**src/rtl/dual_irq_mirror_pkg.sv**
```systemverilog
package dual_irq_mirror_pkg;
  localparam int NCH       = 2;
  localparam int DW        = 32;
  localparam int LANES     = DW / 8;
  localparam int LANE_W    = $clog2(LANES);
  // byte addresses within the configuration window
  localparam logic [7:0] STAT0_BYTE = 8'h50;
  localparam logic [7:0] CTRL_BYTE  = 8'h51;
  localparam logic [7:0] STAT1_BYTE = 8'h57;
  localparam logic [7:0] MODE_BYTE  = 8'h71;
  // bit positions
  localparam int STAT0_BIT    = 2;
  localparam int STAT1_BIT    = 4;
  localparam int MODE_FLG_LSB = 2;
  localparam int MODE_BLK_LSB = 4;
  localparam int CTRL_EN_LSB  = 2;
endpackage

```
**src/rtl/irq_flag_cell.sv**
```systemverilog
module irq_flag_cell (
  input  logic clk,
  input  logic rst_n,
  input  logic lvl_i,
  input  logic clr_i,
  output logic flag_o
);
  logic lvl_q;
  logic rise, fall;

  assign rise = lvl_i & ~lvl_q;
  assign fall = ~lvl_i & lvl_q;

  always_ff @(posedge clk) begin
    if (!rst_n) begin
      lvl_q  <= 1'b0;
      flag_o <= 1'b0;
    end else begin
      lvl_q <= lvl_i;
      if (rise)               flag_o <= 1'b1;
      else if (fall || clr_i) flag_o <= 1'b0;
    end
  end
endmodule

```
**src/rtl/cfg_window.sv**
```systemverilog
module cfg_window
  import dual_irq_mirror_pkg::*;
#(
  parameter int ADDR_W    = 6,
  parameter bit SECONDARY = 1'b0
) (
  input  logic              wr,
  input  logic [ADDR_W-1:0] addr,
  input  logic [LANES-1:0]  be,
  input  logic [DW-1:0]     wdata,
  input  logic [NCH-1:0]    flag,
  input  logic [NCH-1:0]    blk,
  output logic [NCH-1:0]    clr,
  output logic [DW-1:0]     rdata
);
  localparam int BA_W = ADDR_W + LANE_W;
  localparam logic [7:0] CTRL_VAL =
    8'(1 << CTRL_EN_LSB) | (SECONDARY ? 8'(1 << (CTRL_EN_LSB + 1)) : 8'h00);

  logic [LANES-1:0][NCH-1:0] lane_clr;

  for (genvar l = 0; l < LANES; l++) begin : g_lane
    logic [BA_W-1:0] ba;
    logic [7:0]      wb, rb;
    logic [NCH-1:0]  c;
    logic            hit;

    assign ba  = {addr, LANE_W'(l)};
    assign wb  = wdata[8*l +: 8];
    assign hit = wr & be[l];

    always_comb begin
      rb = 8'h00;
      c  = '0;
      if (ba == BA_W'(STAT0_BYTE)) begin
        rb[STAT0_BIT] = flag[0];
        c[0]          = hit & wb[STAT0_BIT];
      end else if (ba == BA_W'(CTRL_BYTE)) begin
        rb = CTRL_VAL;
      end else if (ba == BA_W'(STAT1_BYTE)) begin
        rb[STAT1_BIT] = flag[1];
        c[1]          = hit & wb[STAT1_BIT];
      end else if (ba == BA_W'(MODE_BYTE)) begin
        rb[MODE_FLG_LSB +: NCH] = flag;
        rb[MODE_BLK_LSB +: NCH] = blk;
        c = {NCH{hit}} & wb[MODE_FLG_LSB +: NCH];
      end
    end

    assign rdata[8*l +: 8] = rb;
    assign lane_clr[l]     = c;
  end

  always_comb begin
    clr = '0;
    for (int l = 0; l < LANES; l++) clr = clr | lane_clr[l];
  end
endmodule

```
**src/rtl/dual_irq_mirror.sv**
```systemverilog
module dual_irq_mirror
  import dual_irq_mirror_pkg::*;
#(
  parameter int ADDR_W    = 6,
  parameter bit SECONDARY = 1'b0
) (
  input  logic              clk,
  input  logic              rst_n,
  input  logic              cfg_wr,
  input  logic [ADDR_W-1:0] cfg_addr,
  input  logic [3:0]        cfg_be,
  input  logic [31:0]       cfg_wdata,
  output logic [31:0]       cfg_rdata,
  input  logic              blk_we,
  input  logic [1:0]        blk_wdata,
  input  logic [1:0]        chan_irq,
  output logic              irq_o
);
  logic [NCH-1:0] flag, clr, blk_q;

  always_ff @(posedge clk) begin
    if (!rst_n)      blk_q <= '0;
    else if (blk_we) blk_q <= blk_wdata;
  end

  for (genvar c = 0; c < NCH; c++) begin : g_chan
    irq_flag_cell u_cell (
      .clk    (clk),
      .rst_n  (rst_n),
      .lvl_i  (chan_irq[c]),
      .clr_i  (clr[c]),
      .flag_o (flag[c])
    );
  end

  cfg_window #(.ADDR_W(ADDR_W), .SECONDARY(SECONDARY)) u_win (
    .wr    (cfg_wr),
    .addr  (cfg_addr),
    .be    (cfg_be),
    .wdata (cfg_wdata),
    .flag  (flag),
    .blk   (blk_q),
    .clr   (clr),
    .rdata (cfg_rdata)
  );

  assign irq_o = |(flag & ~blk_q);
endmodule

```
**config.mk**
```make
export PLATFORM = sky130hd
export DESIGN_NAME = dual_irq_mirror
export DESIGN_NICKNAME = d
export VERILOG_FILES = /design/src/rtl/dual_irq_mirror_pkg.sv /design/src/rtl/irq_flag_cell.sv /design/src/rtl/cfg_window.sv /design/src/rtl/dual_irq_mirror.sv
export SDC_FILE = /design/constraint.sdc
export NUM_CORES = 1
export LEC_CHECK = 0
export BUFFER_PORTS_ARGS = -buffer_cell sky130_fd_sc_hd__buf_2
export CAP_MARGIN = 20
export CORE_MARGIN = 4
export CORE_UTILIZATION = 33
export CTS_CLUSTER_DIAMETER = 150
export DETAILED_ROUTE_END_ITERATION = 12
export PLACE_DENSITY_LB_ADDON = 0.25
export SLEW_MARGIN = 20
export SYNTH_ARGS = -nofsm -noshare
export SYNTH_HDL_FRONTEND = slang
export SYNTH_HIERARCHICAL = 1
export SYNTH_SLANG_ARGS = --single-unit
```
**constraint.sdc**
```tcl
create_clock -name clk -period 2.1 [get_ports clk]
set_input_delay 0.21 -clock clk [delete_from_list [all_inputs] [get_ports clk]]
set_output_delay 0.21 -clock clk [all_outputs]
set_load 0.05 [all_outputs]
```
==> metrics.txt, run 1 <==
peak supply drop=315.6 µV; CP endpoint kind=output pin; hold_buf cts=0; Die Area=0.002611 mm²; commonest non-fill, non-tap cell in the layout=buf_2; area grow syn2layout=15.31%; hold depth=2; FMAX=692.6 MHz; Slowest-stage cell, CP=nand4bb_4; Setup violations, final=0; final-report hold violation count=0; GR Layer Usage met1=8.979%; Max Fanout on Critical Path=4; Initial Util=35.13%; final-stage net count=152; layout cells sized above 1=41.00%; Top-Level Pins=83; DR pass1 iterations=2; H-Tree Depth=1; Seq/Total Area, Yosys=19.59%; hold crit path type=in -> reg; unrepaired setup endpoints after global routing=no; Placed Area=684.4 µm²; syn_area_per_cell=8.635 µm²; first-pass GRT wire length=1642 µm; count of pins over their slew limit=0; Synth Register Bits=6; post-DP HPWL=983.1 µm; clk buf depth=2; CTS Sinks=6; TritonCTS buffer count=3; drt total wl=1089 µm; Crit Path Category=in -> out; YS warnings=6; most frequent cells in the layout=buf_2, conb_1, inv_1, dfxtp_1, and2_1; CTS root buf=clkbuf_4; most frequent CP cell=buf_2; Worst path depth=5; pwr dens=569.2 mW/mm²; vias in the first global route=410; Tmin final=1.444 ns; total congestion overflow=0; row cnt=15; busiest grt layer=met2; Critical path buffers and inverters=2; post-CTS setup repair buffer count=0; Fillers=194; # DRC=0; IO buf count=27; Die X=51.10 µm; CP peak stage delay=0.26 ns; Util after Layout=40.50%; final instance area=706.9 µm²; GRT Resource Usage Total=8.404%; setup TNS=0 ns; Detail Route Antenna Nets=0; critical path's top delay family=simple AND/OR/NAND/NOR gates; critical path required time=1.89 ns; GPL Wtd Cong=0.6386; Worst Clk Skew=0.001316 ns; Yosys cell types=24; maxcap violations=0; startpoint types=input port; clk_lat worst skew=0.24 ns; number of diodes=0; CP cell instances=buf_2 > nand4bb_4 > nor3_1 > and2_1 > buf_2; initial antenna violation count=0; number of vias per cell=3.728; outcome=completed; post-CTS sizing=0; Reg2Reg Depth=3; core area=0.001745 mm²; met3 usage=2.624%; met2 Use GR=13.52%; via count=466; CTS tree=done; drt wl/cell=8.712 µm; leakage power=0.3788 nW; die height=51.10 µm; Worst-path clk slew=0.04 ns; Iteration-0 DRC Markers=4; critical path data arrival time=1.23 ns; Cell Area, Synth=613.1 µm²; cells after synthesis=71; largest net degree at the start of global routing=8; Final period util=68.75%
==> cells by family (layout without fill, tap and decap cells) <==
kind of cell / Yosys count / after routing / synth area share (%)
buffers and inverters: 32 / 36 / 35.51
other: 1 / 26 / 0.6117
flip-flops: 6 / 6 / 19.59
multiplexers: 2 / 2 / 3.265
AND/OR/NAND/NOR: 24 / 24 / 32.04
AO/OA/AOI/OAI: 4 / 4 / 5.308
adder cells (fa/ha/maj): 2 / 2 / 3.673
==> Yosys cell counts <==
cell	count	area share (%)
conb_1	1	0.61
nor3_2	1	1.6
maj3_2	2	3.7
nand2_1	1	0.61
nand4b_1	1	1.4
nor2b_1	2	2.0
o21a_1	1	1.2
nor2b_4	2	4.5
buf_4	26	32
o22ai_1	1	1.0
inv_1	6	3.7
nand2b_1	1	1.0
nor3_1	1	0.82
nand4bb_4	1	4.5
dfxtp_1	6	20
nor4_2	1	2.0
nand3_1	1	0.82
mux2i_1	2	3.3
a41o_1	1	1.6
and2_2	2	2.4
nand4_1	1	1.0
nor4_1	4	4.1
a21o_2	1	1.4
and2_1	5	5.1
==> worst paths after layout <==
path	start	endpoint	slack (ns)
hold / removal	chan_irq[0]	g_chan[0].u_cell/lvl_q	0.19
hold reg to reg	blk_q[1]	blk_q[1]	0.54
setup / recovery	cfg_addr[3]	cfg_rdata[2]	0.66
setup reg to reg	g_chan[0].u_cell/flag_o	g_chan[0].u_cell/flag_o	1.11
==> final cells by class <==
class / count / area, µm² / area share [%]
well taps: 25 / 31.28 / 4.425
clock buffers: 3 / 22.52 / 3.186
multi-input cells: 58 / 375.4 / 53.10
repair buffers: 27 / 135.1 / 19.12
inverters: 6 / 22.52 / 3.186
flip-flops and latches: 6 / 120.1 / 16.99
==> state kept, by name, summed over array words and instances, names as in the netlist <==
name                  count
blk_q                     2
g_chan.u_cell/flag_o      2
g_chan.u_cell/lvl_q       2
==> layer usage <==
metal  up-vias  wire (µm)  share of wire (%)
met2        23        571                 52
met5         -          0                  0
met3         0        131                 12
li1        243          -                  -
met4         0          0                  0
met1       200        386                 35
==> through the flow <==
stage	instances	worst slack [ns]	hold slack [ns]	power [mW]
final	125	0.6562	0.1898	0.4024
after CTS	125	0.6566	0.1818	0.4095
after floorplan	96	0.01007	0.3317	0.3032
after detailed placement	122	0.4615	0.4384	0.2983
after global placement	122	0.4750	0.4344	0.2973
after global routing	125	0.5540	0.1945	0.4298
==> report_power, final <==
group | internal (mW) | leakage, nW | total (mW) | switching, mW
sequential | 0.122 | 0.0499 | 0.126 | 0.00414
combinational | 0.0343 | 0.315 | 0.171 | 0.137
clock | 0.0646 | 0.0138 | 0.106 | 0.0412
total | 0.221 | 0.379 | 0.402 | 0.182
No activity file was read; power rests on OpenSTA's default activity.
==> run 2: changes to the inputs <==
- CORE_UTILIZATION: 33 -> 27
- clock period: 2.1 -> 1.23 ns (I/O delays scaled with it)
==> run 2 against run 1 <==
Effect of this change: count of clock-buffer cells in the layout unchanged; largest cell class unchanged; critical path depth shrank 2; setup slack worse by 0.65 ns; critical endpoint is now cfg_rdata[28]; non-clock buffer count grew 10; worst hold slack got worse by 0.087 ns; flip-flop and latch count unchanged; register-to-register slack lost 0.98 ns.
==> metrics.txt, run 2 (same netlist as run 1, synthesis figures left out) <==
CTS tree=done; Reg2Reg Depth=4; layout cells sized above 1=52.73%; maxcap violations=0; TritonCTS buffer count=3; CTS Sinks=6; vias in the first global route=504; Final period util=99.21%; Die X=55.65 µm; clk_lat worst skew=0.24 ns; Max Fanout on Critical Path=3; Hold WS=0.1030 ns; peak supply drop=461.2 µV; number of diodes=0; DR pass1 iterations=2; post-DP HPWL=1084 µm; IO buf count=27; Detail Route Antenna Nets=0; drt total wl=1285 µm; hold depth=2; setup TNS=0 ns; r2r setup slk=0.13 ns; Regs by FF count=blk_q x2, g_chan.u_cell/flag_o x2, g_chan.u_cell/lvl_q x2; initial antenna violation count=0; row cnt=16; terminus of the critical flop-to-flop path=g_chan[1].u_cell/flag_o; core area=0.002062 mm²; critical path required time=1.11 ns; leakage power=0.4567 nW; Fillers=210; Tmin final=1.220 ns; startpoint types=flop; final-stage net count=162; Top-Level Pins=83; FMAX=819.5 MHz; endpoint of the worst hold path=g_chan[1].u_cell/lvl_q; via count=511; most frequent cells in the layout=conb_1, buf_2, buf_4; unrepaired setup endpoints after global routing=yes; pwr dens=806.3 mW/mm²; final-report hold violation count=0; first-pass GRT wire length=2042 µm; Die Area=0.003097 mm²; CTS root buf=clkbuf_4; count of pins over their slew limit=0; outcome=completed; Pwr Total=0.7344 mW; Initial Util=29.73%; Worst Clk Skew=0.0009342 ns; placed cell count=132; FF+latch area=121.4 µm²; hold crit path type=in -> reg; critical path data arrival time=1.10 ns; GRT Resource Usage Total=7.958%; area grow syn2layout=48.57%; Hold Path Origin=chan_irq[1]; Multi-input gate area=426.7 µm²; clk buf depth=2; R2R Path Start=g_chan[1].u_cell/flag_o; Util after Layout=44.17%; Worst-path clk slew=0.04 ns; largest net degree at the start of global routing=7; drt wl/cell=9.380 µm; GPL Wtd Cong=0.7226; commonest non-fill, non-tap cell in the layout=conb_1; number of vias per cell=3.730; # DRC=0; non-filler cells, final=137; Iteration-0 DRC Markers=1; die height=55.65 µm; total congestion overflow=0; CP endpoint kind=output pin; Crit Path Category=reg -> out; H-Tree Depth=1; Setup violations, final=0
==> run 2: where the power goes <==
part	switching, mW	internal (mW)
Sequential	0.00942	0.208
Combinational	0.249	0.0889
Clock	0.0688	0.110
==> run 2: area by class of cell <==
| class | instances | share of cell area [%] |
|---|---|---|
| clock buffer | 3 | 2.473 |
| inverter | 6 | 2.747 |
| multi-input combinational | 58 | 46.84 |
| sequential | 6 | 13.32 |
| tap | 27 | 3.709 |
| timing repair buffer | 37 | 30.91 |
==> run 2: worst max-delay path by stage <==
stage                                        from                       to  slack, ns
after global placement                cfg_addr[3]  g_chan[1].u_cell/flag_o      -0.26
after CTS                             cfg_addr[3]             cfg_rdata[2]     -0.006
final                     g_chan[1].u_cell/flag_o            cfg_rdata[28]       0.01
after floorplan           g_chan[1].u_cell/flag_o            cfg_rdata[11]      -0.21
after global routing      g_chan[1].u_cell/flag_o            cfg_rdata[28]      -0.04
after detailed placement              cfg_addr[3]  g_chan[1].u_cell/flag_o      -0.27
==> run 2: routing by layer <==
layer,GRT usage [%],vias to the layer above,wire length (µm)
li1,-,262,-
met1,7.928,220,461
met2,14.70,29,685
met3,2.320,0,138
met4,4.167,0,0
met5,0,-,0
==> run 2: critical path, cell delays in order, from the launching register on <==
cell and delay (ns):
dfxtp_2 0.35, inv_4 0.05, nor4_4 0.25, buf_6 0.19
==> run 2: repair_timing <==
item | CTS | global route
endpoints found under the setup margin | 8 | 8
pin swaps | 2 | 3
hold buffers | 0 | 0
gates cloned | 0 | 0
resized for setup | 15 | 16
setup buffers | 0 | 2
==> run 2: stage by stage <==
step | setup WS (ns) | instance area (µm²)
after floorplan | -0.2061 | 725.7
after global placement | -0.2643 | 759.5
after detailed placement | -0.2698 | 759.5
after CTS | -0.005560 | 833.3
after global routing | -0.03777 | 910.9
final | 0.009678 | 910.9
